--- src/rtl/cfgw_pkg.sv ---
`timescale 1ns/1ps
// Shared types and helpers for the configuration window bridge.
// Assumes a 32-bit configuration data path split into four byte lanes.
package cfgw_pkg;
    localparam int unsigned CFG_DW     = 32;
    localparam int unsigned CFG_EN_BIT = 31;

    typedef enum logic [1:0] {
        SZ_BYTE = 2'd0,
        SZ_HALF = 2'd1,
        SZ_WORD = 2'd2
    } acc_size_e;

    // Map the raw bus size code onto the enum; code 3 counts as word.
    function automatic acc_size_e norm_size(input logic [1:0] raw);
        case (raw)
            2'd0:    return SZ_BYTE;
            2'd1:    return SZ_HALF;
            default: return SZ_WORD;
        endcase
    endfunction

    // Keep only the bytes that belong to an access of the given size.
    function automatic logic [CFG_DW-1:0] size_mask(input acc_size_e s,
                                                    input logic [CFG_DW-1:0] d);
        case (s)
            SZ_BYTE: return {{(CFG_DW-8){1'b0}}, d[7:0]};
            SZ_HALF: return {{(CFG_DW-16){1'b0}}, d[15:0]};
            default: return d;
        endcase
    endfunction

    // Reverse byte order within the access size; bytes pass unchanged.
    function automatic logic [CFG_DW-1:0] size_swap(input acc_size_e s,
                                                    input logic [CFG_DW-1:0] d);
        case (s)
            SZ_BYTE: return d;
            SZ_HALF: return {{(CFG_DW-16){1'b0}}, d[7:0], d[15:8]};
            default: return {d[7:0], d[15:8], d[23:16], d[31:24]};
        endcase
    endfunction

    // Byte count reported downstream for each size.
    function automatic logic [2:0] size_bytes(input acc_size_e s);
        case (s)
            SZ_BYTE: return 3'd1;
            SZ_HALF: return 3'd2;
            default: return 3'd4;
        endcase
    endfunction
endpackage

--- src/rtl/cfgw_lane_fmt.sv ---
`timescale 1ns/1ps
// Data formatter: masks a value to the access size and, on a big-endian
// build, reverses its bytes within that size. Purely combinational.
// Assumes data is low-aligned on both sides.
module cfgw_lane_fmt
    import cfgw_pkg::*;
#(
    parameter bit BIG_ENDIAN = 1'b0
) (
    input  acc_size_e          size_i,
    input  logic [CFG_DW-1:0]  data_i,
    output logic [CFG_DW-1:0]  data_o
);
    logic [CFG_DW-1:0] masked;

    // Drop bytes outside the access.
    assign masked = size_mask(size_i, data_i);

    generate
        if (BIG_ENDIAN) begin : g_swap
            // Big-endian host: reorder bytes within the access.
            assign data_o = size_swap(size_i, masked);
        end else begin : g_pass
            // Little-endian host: order is already right.
            assign data_o = masked;
        end
    endgenerate
endmodule

--- src/rtl/cfgw_addr_reg.sv ---
`timescale 1ns/1ps
// Configuration address register with byte-lane writes.
// Byte writes hit one lane, halfword writes the lane pair chosen by off_i[1],
// word writes all lanes. Write data arrives low-aligned and is replicated.
// Assumes wr_en_i is a single-cycle strobe from the controller.
module cfgw_addr_reg
    import cfgw_pkg::*;
(
    input  logic               clk,
    input  logic               rst_n,
    input  logic               wr_en_i,
    input  logic [1:0]         off_i,
    input  acc_size_e          size_i,
    input  logic [CFG_DW-1:0]  wdata_i,
    output logic [CFG_DW-1:0]  cfg_o
);
    localparam int unsigned LANES = CFG_DW / 8;

    logic [CFG_DW-1:0] cfg_q;

    generate
        for (genvar i = 0; i < LANES; i++) begin : g_lane
            logic       hit;
            logic [7:0] src;

            // Decide whether this lane is written by the current access.
            always_comb begin
                case (size_i)
                    SZ_BYTE: hit = (off_i == 2'(i));
                    SZ_HALF: hit = (off_i[1] == 1'((i / 2) % 2));
                    default: hit = 1'b1;
                endcase
            end

            // Pick the byte of the low-aligned write data feeding this lane.
            always_comb begin
                case (size_i)
                    SZ_BYTE: src = wdata_i[7:0];
                    SZ_HALF: src = wdata_i[8*(i%2) +: 8];
                    default: src = wdata_i[8*i +: 8];
                endcase
            end

            // Lane storage, cleared by reset.
            always_ff @(posedge clk) begin
                if (!rst_n)
                    cfg_q[8*i +: 8] <= 8'h00;
                else if (wr_en_i && hit)
                    cfg_q[8*i +: 8] <= src;
            end
        end
    endgenerate

    assign cfg_o = cfg_q;


    addr_reg_reset_chk: assert property (@(posedge clk) !rst_n |=> cfg_q == '0);


    addr_reg_word_chk: assert property (@(posedge clk) disable iff (!rst_n)
        (wr_en_i && size_i == SZ_WORD) |=> cfg_q == $past(wdata_i));
endmodule

--- src/rtl/cfgw_ctrl.sv ---
`timescale 1ns/1ps
// Access sequencer: accepts one processor access at a time, serves the
// address register locally, absorbs or answers gated window accesses, and
// runs a downstream request (plus response wait for reads) when the gate
// bit is set. Assumes the requester holds bus_req until bus_ack and that a
// response never arrives in the same cycle as its request handshake.
module cfgw_ctrl
    import cfgw_pkg::*;
(
    input  logic               clk,
    input  logic               rst_n,
    input  logic               bus_req,
    input  logic               bus_we,
    input  logic               win_sel,
    input  logic [1:0]         off_i,
    input  acc_size_e          size_i,
    input  logic [CFG_DW-1:0]  wdata_fmt_i,
    input  logic [CFG_DW-1:0]  cfg_i,
    input  logic [CFG_DW-1:0]  rsp_fmt_i,
    input  logic               rsp_valid,
    input  logic               dn_ready,
    output logic               cfg_wr_en,
    output acc_size_e          cur_size_o,
    output logic               bus_ack,
    output logic [CFG_DW-1:0]  bus_rdata,
    output logic               dn_valid,
    output logic               dn_we,
    output logic [CFG_DW-1:0]  dn_addr,
    output logic [2:0]         dn_size,
    output logic [CFG_DW-1:0]  dn_wdata
);
    typedef enum logic [1:0] {ST_IDLE, ST_ISSUE, ST_WAIT, ST_DONE} st_e;

    st_e               st_q;
    acc_size_e         size_q;
    logic              we_q;
    logic [CFG_DW-1:0] addr_q;
    logic [CFG_DW-1:0] wdata_q;
    logic [CFG_DW-1:0] rdata_q;
    logic              accept;
    logic              gate_on;

    // An access is taken only from the idle state.
    assign accept    = (st_q == ST_IDLE) && bus_req;
    assign gate_on   = cfg_i[CFG_EN_BIT];
    // Address register write strobe.
    assign cfg_wr_en = accept && !win_sel && bus_we;

    // Sequencer state and per-access latches.
    always_ff @(posedge clk) begin
        if (!rst_n) begin
            st_q    <= ST_IDLE;
            size_q  <= SZ_WORD;
            we_q    <= 1'b0;
            addr_q  <= '0;
            wdata_q <= '0;
            rdata_q <= '0;
        end else begin
            case (st_q)
                ST_IDLE: begin
                    if (bus_req) begin
                        size_q <= size_i;
                        we_q   <= bus_we;
                        if (!win_sel) begin
                            rdata_q <= bus_we ? '0 : cfg_i;
                            st_q    <= ST_DONE;
                        end else if (!gate_on) begin
                            rdata_q <= bus_we ? '0 : size_mask(size_i, '1);
                            st_q    <= ST_DONE;
                        end else begin
                            addr_q  <= (bus_we && size_i == SZ_WORD)
                                       ? cfg_i
                                       : (cfg_i | {{(CFG_DW-2){1'b0}}, off_i});
                            wdata_q <= bus_we ? wdata_fmt_i : '0;
                            rdata_q <= '0;
                            st_q    <= ST_ISSUE;
                        end
                    end
                end
                ST_ISSUE: begin
                    if (dn_ready)
                        st_q <= we_q ? ST_DONE : ST_WAIT;
                end
                ST_WAIT: begin
                    if (rsp_valid) begin
                        rdata_q <= rsp_fmt_i;
                        st_q    <= ST_DONE;
                    end
                end
                default: st_q <= ST_IDLE;
            endcase
        end
    end

    assign cur_size_o = size_q;
    assign bus_ack    = (st_q == ST_DONE);
    assign bus_rdata  = rdata_q;
    assign dn_valid   = (st_q == ST_ISSUE);
    assign dn_we      = we_q;
    assign dn_addr    = addr_q;
    assign dn_size    = size_bytes(size_q);
    assign dn_wdata   = wdata_q;


    dn_gate_chk: assert property (@(posedge clk) disable iff (!rst_n)
        dn_valid |-> cfg_i[CFG_EN_BIT]);


    gated_drop_chk: assert property (@(posedge clk) disable iff (!rst_n)
        (accept && win_sel && !gate_on) |=> (bus_ack && !dn_valid));


    dn_size_chk: assert property (@(posedge clk) disable iff (!rst_n)
        dn_valid |-> $countones(dn_size) == 1);


    dn_hold_chk: assert property (@(posedge clk) disable iff (!rst_n)
        (dn_valid && !dn_ready) |=> (dn_valid && $stable(dn_addr) && $stable(dn_wdata)
                                     && $stable(dn_size) && $stable(dn_we)));


    ack_pulse_chk: assert property (@(posedge clk) disable iff (!rst_n)
        bus_ack |=> !bus_ack);


    no_overlap_chk: assert property (@(posedge clk) disable iff (!rst_n)
        !(dn_valid && bus_ack));
endmodule

--- src/rtl/cfg_window_bridge.sv ---
`timescale 1ns/1ps
// Indirect configuration address/data bridge, top level.
// Decodes the processor access into the address register or the data
// window, formats write and read data for the host byte order, and drives
// a single-outstanding downstream request port.
// Assumes bus_addr bit WIN_BIT selects the window and bits 1:0 are the byte
// offset; other address bits are not decoded.
module cfg_window_bridge
    import cfgw_pkg::*;
#(
    parameter int unsigned ADDR_W     = 4,
    parameter int unsigned WIN_BIT    = 2,
    parameter bit          BIG_ENDIAN = 1'b0
) (
    input  logic               clk,
    input  logic               rst_n,
    input  logic               bus_req,
    input  logic               bus_we,
    input  logic [ADDR_W-1:0]  bus_addr,
    input  logic [1:0]         bus_size,
    input  logic [31:0]        bus_wdata,
    output logic               bus_ack,
    output logic [31:0]        bus_rdata,
    output logic               dn_valid,
    input  logic               dn_ready,
    output logic               dn_we,
    output logic [31:0]        dn_addr,
    output logic [2:0]         dn_size,
    output logic [31:0]        dn_wdata,
    input  logic               rsp_valid,
    input  logic [31:0]        rsp_data
);
    acc_size_e         req_size;
    acc_size_e         cur_size;
    logic              win_sel;
    logic [1:0]        off;
    logic              cfg_wr_en;
    logic [CFG_DW-1:0] cfg_q;
    logic [CFG_DW-1:0] wdata_fmt;
    logic [CFG_DW-1:0] rsp_fmt;

    // Address and size decode of the processor access.
    assign req_size = norm_size(bus_size);
    assign win_sel  = bus_addr[WIN_BIT];
    assign off      = bus_addr[1:0];

    cfgw_addr_reg u_addr_reg (
        .clk     (clk),
        .rst_n   (rst_n),
        .wr_en_i (cfg_wr_en),
        .off_i   (off),
        .size_i  (req_size),
        .wdata_i (bus_wdata),
        .cfg_o   (cfg_q)
    );

    cfgw_lane_fmt #(.BIG_ENDIAN(BIG_ENDIAN)) u_wr_fmt (
        .size_i (req_size),
        .data_i (bus_wdata),
        .data_o (wdata_fmt)
    );

    cfgw_lane_fmt #(.BIG_ENDIAN(BIG_ENDIAN)) u_rd_fmt (
        .size_i (cur_size),
        .data_i (rsp_data),
        .data_o (rsp_fmt)
    );

    cfgw_ctrl u_ctrl (
        .clk         (clk),
        .rst_n       (rst_n),
        .bus_req     (bus_req),
        .bus_we      (bus_we),
        .win_sel     (win_sel),
        .off_i       (off),
        .size_i      (req_size),
        .wdata_fmt_i (wdata_fmt),
        .cfg_i       (cfg_q),
        .rsp_fmt_i   (rsp_fmt),
        .rsp_valid   (rsp_valid),
        .dn_ready    (dn_ready),
        .cfg_wr_en   (cfg_wr_en),
        .cur_size_o  (cur_size),
        .bus_ack     (bus_ack),
        .bus_rdata   (bus_rdata),
        .dn_valid    (dn_valid),
        .dn_we       (dn_we),
        .dn_addr     (dn_addr),
        .dn_size     (dn_size),
        .dn_wdata    (dn_wdata)
    );
endmodule

--- config.mk ---
export PLATFORM = sky130hd
export DESIGN_NAME = cfg_window_bridge
export DESIGN_NICKNAME = d
export VERILOG_FILES = /design/src/rtl/cfgw_pkg.sv /design/src/rtl/cfgw_lane_fmt.sv /design/src/rtl/cfgw_addr_reg.sv /design/src/rtl/cfgw_ctrl.sv /design/src/rtl/cfg_window_bridge.sv
export SDC_FILE = /design/constraint.sdc
export NUM_CORES = 1
export LEC_CHECK = 0
export BUFFER_PORTS_ARGS = -buffer_cell sky130_fd_sc_hd__buf_2
export CAP_MARGIN = 20
export CORE_MARGIN = 10
export CORE_UTILIZATION = 45
export CTS_CLUSTER_SIZE = 28
export DETAILED_ROUTE_END_ITERATION = 16
export PLACE_DENSITY = 0.71
export SLEW_MARGIN = 20
export SYNTH_ARGS = -nofsm -noshare
export SYNTH_HDL_FRONTEND = slang
export SYNTH_SLANG_ARGS = --single-unit
export TNS_END_PERCENT = 50
--- constraint.sdc ---
create_clock -name clk -period 5.2 [get_ports clk]
set_input_delay 0.52 -clock clk [delete_from_list [all_inputs] [get_ports clk]]
set_output_delay 0.52 -clock clk [all_outputs]
set_load 0.01 [all_outputs]
# Word-level counts from Yosys, hierarchy flattened
# Cells that the tools add are included.
dict set report totals {
  reg_bits 133
  inputBits 76
}
dict set report op_classes {
  eq_ne 13
  mux 28
  n_bitwise 2
  n_reduce_logical 20
}
# operator n
set op_table {}
lappend op_table {{$mux 32} 8}
lappend op_table {{$pmux 32 s2} 4}
lappend op_table {{$or 32x2->32} 1}
lappend op_table {{$mux 8} 2}
lappend op_table {{$pmux 8 s2} 1}
lappend op_table {{$eq 2x1->1 const B} 5}
lappend op_table {{$eq 2x2->1 const B} 5}
lappend op_table {{$logic_not 2->1} 5}
lappend op_table {{$mux 2} 5}
lappend op_table {{$logic_and 1x1->1} 8}
lappend op_table {{$pmux 1 s2} 4}
lappend op_table {{$pmux 2 s3} 1}
lappend op_table {{$pmux 3 s2} 1}
lappend op_table {{$reduce_and 3->1} 2}
lappend op_table {{$ne 2x2->1 const B} 2}
lappend op_table {{$pmux 2 s2} 1}
lappend op_table {{$reduce_and 4->1} 1}
lappend op_table {{$ne 2x1->1 const B} 1}
lappend op_table {{$reduce_and 2->1} 1}
lappend op_table {{$reduce_bool 2->1} 1}
lappend op_table {{$reduce_or 2->1} 1}
lappend op_table {{$logic_not 1->1} 1}
lappend op_table {{$mux 1} 1}
lappend op_table {{$not 1->1} 1}

# Logic depth before layout (Yosys ltp)
dict set report logic_depth {
  ltp_word 9
  mapped_depth 9
  mapped_depth_nobuf 6
}

# Cells and area by module
# From an unflattened synthesis, not the netlist that was laid out.
dict set report hier_totals {
  hier_cells 785
  hier_area_um2 6258.5
}
# module n_inst cells_each area_per_inst_um2 seq_area_each_um2
set by_module_without_submodules {}
lappend by_module_without_submodules {cfgw_ctrl 1 533 4161.5 2021.9}
lappend by_module_without_submodules {cfgw_addr_reg 1 180 1584.0 640.6}
lappend by_module_without_submodules {cfgw_lane_fmt 2 35 251.5 0.0}
lappend by_module_without_submodules {cfg_window_bridge 1 2 10.0 0.0}

# Worst setup path before layout
# Ideal clock, no wire load.
dict set report synth_timing {
  kind {flip-flop to flip-flop}
  from {register u_ctrl.st_q[0]}
  to {register u_addr_reg.cfg_q[10] (netlist: u_addr_reg.cfg_o[10])}
  t_arrival_ps 1612
  slack_ps 3472
  stages_incl_launch_ff 9
  path_buffers 3
  synth_period_minus_slack_ps 1728
  path_cell_list {dfxtp_1 inv_1 ha_1 buf_2 and4b_1 buf_4 o21a_4 buf_4 o211a_1}
}
dict set report synth_via {
  elab_chain_cells 5
}
# item line
set synth_lines {}
lappend synth_lines {{from (decl)} cfgw_ctrl.sv:34} ;# st_e st_q;
lappend synth_lines {{from (signal assigned)} cfgw_ctrl.sv:82} ;# st_q <= we_q ? ST_DONE : ST_WAIT;
lappend synth_lines {{$logic_not 2->1} cfgw_ctrl.sv:44} ;# assign accept = (st_q == ST_IDLE) && bus_req;
lappend synth_lines {{$logic_and 1x1->1} cfgw_ctrl.sv:44}
lappend synth_lines {{$logic_and 1x1->1 (2 in series)} cfgw_ctrl.sv:47} ;# assign cfg_wr_en = accept && !win_sel && bus_we;
lappend synth_lines {{$logic_and 1x1->1} cfgw_addr_reg.sv:48} ;# else if (wr_en_i && hit)
lappend synth_lines {{to (signal, indexed assignment)} cfgw_addr_reg.sv:49} ;# cfg_q[8*i +: 8] <= src;
lappend synth_lines {{to (decl)} cfgw_addr_reg.sv:19} ;# logic [CFG_DW-1:0] cfg_q;
# Every way passes these cells.
# A chain may end at the register's enable or synchronous reset.

# Worst setup path in the final report
dict set report layout_timing {
  from {register u_ctrl.st_q[0]}
  to {register u_ctrl.rdata_q[21] (netlist: u_ctrl.bus_rdata[21])}
}
dict set report layout_via {
  elab_chain_cells 3
}
# item line
set layout_lines {}
lappend layout_lines {{$eq 2x2->1 or $logic_not 2->1 (tied branches)} cfgw_ctrl.sv:59} ;# case (st_q)
lappend layout_lines {{$ne 2x2->1 (no source line) or $reduce_bool 2->1 (tied branches)} --}
lappend layout_lines {{$reduce_and 3->1 (no source line)} --}
lappend layout_lines {{to (signal assigned)} cfgw_ctrl.sv:65} ;# rdata_q <= bus_we ? '0 : cfg_i;
lappend layout_lines {{to (signal assigned)} cfgw_ctrl.sv:68} ;# rdata_q <= bus_we ? '0 : size_mask(size_i, '1);
lappend layout_lines {{to (signal assigned)} cfgw_ctrl.sv:86} ;# rdata_q <= rsp_fmt_i;
lappend layout_lines {{to (decl)} cfgw_ctrl.sv:39} ;# logic [CFG_DW-1:0] rdata_q;
# Parallel ways exist; a longest one is shown, timed or not.

==> impl_metrics.py <==
metrics = {
    "placed_design": {
        "post_dp_cell_area_sq_um": 6810,
        "hpwl_microns": 13400,
        "dp_cells": 1013,
        "dp_slack_ps": 2790,
        "gp_congestion": 0.827,
        "port_buffers": 176,
    },
    "detailed_routing": {
        "wl_met3_microns": 1990,
        "routed_wl_microns": 18400,
        "drc": 0,
        "routed-wl-met2_microns": 7430,
        "drt_iter0_drc": 505,
        "drt-met1-wl_microns": 8790,
        "first_pass_iters": 7,
        "vias": 5516,
        "via_per_inst": 5.28,
        "wl_per_cell_microns": 17.6,
        "ant_nets": 0,
        "highest_layer": "met4",
    },
    "floorplan": {
        "initial_core_util_pct": 46.6,
        "dieArea_sq_um": 18200,
        "ios": 178,
        "core-area_sq_um": 12800,
        "die_y_microns": 135,
        "rows": 41,
        "die_x_microns": 135,
    },
    "yosys": {
        "syn_area_sq_um": 5950,
        "yosys.cell_types.count": 36,
        "syn_inst": 723,
        "async_flop_share_pct": 0,
        "yosysSeqAreaShare_pct": 44.7,
        "ys_seq_elements": 133,
        "synth_warnings": 0,
        "syn_area_per_cell_sq_um": 8.23,
        "synth_edf_count": 0,
        "syn-num-nets": 804,
        "ys_dominant_reg_cell": "dfxtp_1",
    },
    "setup_path": {
        "arrival_ps": 2530,
        "path_class": "reg2reg",
        "crit_buf_inv": 2,
        "worst-path-max-fanout": 17,
        "max_stage_delay_ps": 600,
        "critical_path.slowest_cell": "nor2_1",
        "path_delay_family": "simple AND/OR/NAND/NOR gates",
        "worstReg2RegStart": "u_ctrl.st_q[0]",
        "end_kind": "flip-flop",
        "rr_endpoint": "u_ctrl.bus_rdata[21]",
        "critPathLaunchType": "flip-flop",
        "reg2regPathDepth": 6,
        "path_cells": "inv_1, ha_1, nor2_1, buf_4, o21ai_0, a31oi_1",
        "r2r_slack_ps": 3010,
        "crit_required_ps": 5540,
    },
    "layout": {
        "areaGrowthSynthToFinish_pct": 23.8,
        "final_cell_mix": "buf_2, nand2_1, dfxtp_1",
        "final_cells": 1045,
        "multi_input_area_sq_um": 3000,
        "layout_commonest_cell": "buf_2",
        "seqCellArea_sq_um": 2660,
        "fin_nets": 941,
        "fillers": 1217,
        "finalInstanceArea_sq_um": 7370,
        "drive_gt1_share_pct": 24.8,
    },
    "clock_network": {
        "cts_tree": "built",
        "numCtsBuffers": 17,
        "path_clk_slew_ps": 60,
        "post_cts_buffers": 0,
        "cts_buffer_depth": 2,
        "numClockSinks": 133,
        "insertion_delay_ps": 420,
        "cts_root_buf": "clkbuf_16",
        "cts.htree.levels": 4,
        "hold_buffers": 0,
        "cts_resized": 0,
    },
    "global_route": {
        "grt_usage_pct": 19.9,
        "grt_pass1_vias": 5309,
        "grt_antenna_before_repair": 0,
        "grt_pass1_wl_microns": 29000,
        "grt_max_degree": 80,
        "grt_overflow": 0,
    },
    "sta": {
        "post-route-min-period_ps": 2190,
        "worst_slew_pin_slew_ps": 895,
        "slew_violations": 0,
        "fin_ws_ps": 3010,
        "clock_skew_ps": 5.82,
        "rsz0062_at_grt": "false",
        "tns_ps": 0,
        "finalSetupViolCount": 0,
        "relSlewSlack_pct": 40.0,
        "fmaxAchievable_mhz": 457,
        "fin_crit_sh_pct": 42.1,
        "finalHoldViolations": 0,
    },
    "min_path": {
        "hold_depth": 3,
        "worstHoldStart": "rsp_data[25]",
        "min_to": "u_ctrl.bus_rdata[25]",
        "hp-class": "in2reg",
    },
    "power": {
        "power.density_nw_per_um2": 430,
        "peakVddDrop_uv": 205,
        "leakage_nw": 3.21,
    },
    "run_status": {
        "status": "completed",
    },
    "run": {
        "cap_violations": 0,
    },
}
==> Yosys cell counts (all sizes together) (2+ instances only) <==
master	n	area [sq um]
o21a	4	37.5
o211a	16	160
and2	4	27.5
a21boi	54	405
a31oi	32	200
o21ai	92	460
ha	5	62.6
nand2	161	604
nor2b	50	313
clkbuf	36	136
buf	28	153
nand3	51	255
nor3b	2	26.3
a21oi	7	35.0
nor3	2	21.3
dfxtp	133	2660
mux2i	25	250
inv	2	7.51
nor2	5	21.3
a22oi	8	60.1
==> stage by stage <==
stage	util (%)	power, mW	hold slack [ps]
2_1_floorplan	-	1.80	439
3_3_place_gp	53.3	2.06	437
3_5_place_dp	53.3	2.08	443
4_1_cts	57.7	3.19	347
5_1_grt	57.7	3.35	352
6_report	57.7	3.17	361
==> cell families after synthesis <==
group | count (synthesis) | synth area share, %
simple gates | 279 | 21.9
compound gates | 215 | 23.1
flops | 133 | 44.7
buf+inv | 66 | 4.98
mux | 25 | 4.21
fa+ha+maj | 5 | 1.05
==> worst max path at each step <==
stage              startpoint  slack (ps)  cells after the start                    to
4_1_cts        u_ctrl.st_q[0]        3020                      6  u_ctrl.bus_rdata[16]
3_5_place_dp      bus_addr[2]        2790                      5  u_ctrl.bus_rdata[10]
2_1_floorplan  u_ctrl.st_q[0]        3470                      8  u_addr_reg.cfg_o[10]
5_1_grt        u_ctrl.st_q[0]        2760                      7  u_ctrl.bus_rdata[20]
6_report       u_ctrl.st_q[0]        3010                      6  u_ctrl.bus_rdata[21]
3_3_place_gp      bus_addr[2]        2830                      5  u_ctrl.bus_rdata[15]
==> where the power goes <==
group          switching, mW  total (mW)  leakage [nW]  internal, mW
registers             0.0853        1.26          1.08          1.18
clock network          0.420        1.11         0.276         0.693
logic                  0.496       0.793          1.85         0.297
==> per-layer routing <==
metal,up-vias,global-route usage (%)
met3,18,8.79
met1,2497,27.3
met4,0,5.86
li1,2767,-
met2,234,27.4
met5,-,0
==> sequential cells by signal, summed over array words and instances, names as in the netlist <==
name and cells:
u_ctrl.cur_size_o 2, u_ctrl.dn_wdata 32, u_ctrl.bus_rdata 32, u_addr_reg.cfg_o 32, u_ctrl.st_q 2, u_ctrl.dn_we 1
u_ctrl.dn_addr 32
==> worst reg2reg max path: stages (launching register included) <==
cell and delay [ps]:
dfxtp_1 400, inv_1 90, ha_1 380, nor2_1 610
buf_4 300, o21ai_0 160, a31oi_1 180
==> layout make-up <==
type | count | share of cell area, %
clock buffer | 28 | 7.29
multi-input combinational | 524 | 40.7
timing repair buffer | 182 | 12.6
inverter | 2 | 0.102
sequential | 133 | 36.1
tap | 172 | 2.92
antenna | 1 | 0.0340
clock inverter | 3 | 0.204
Power figures use the tool's default switching activity.
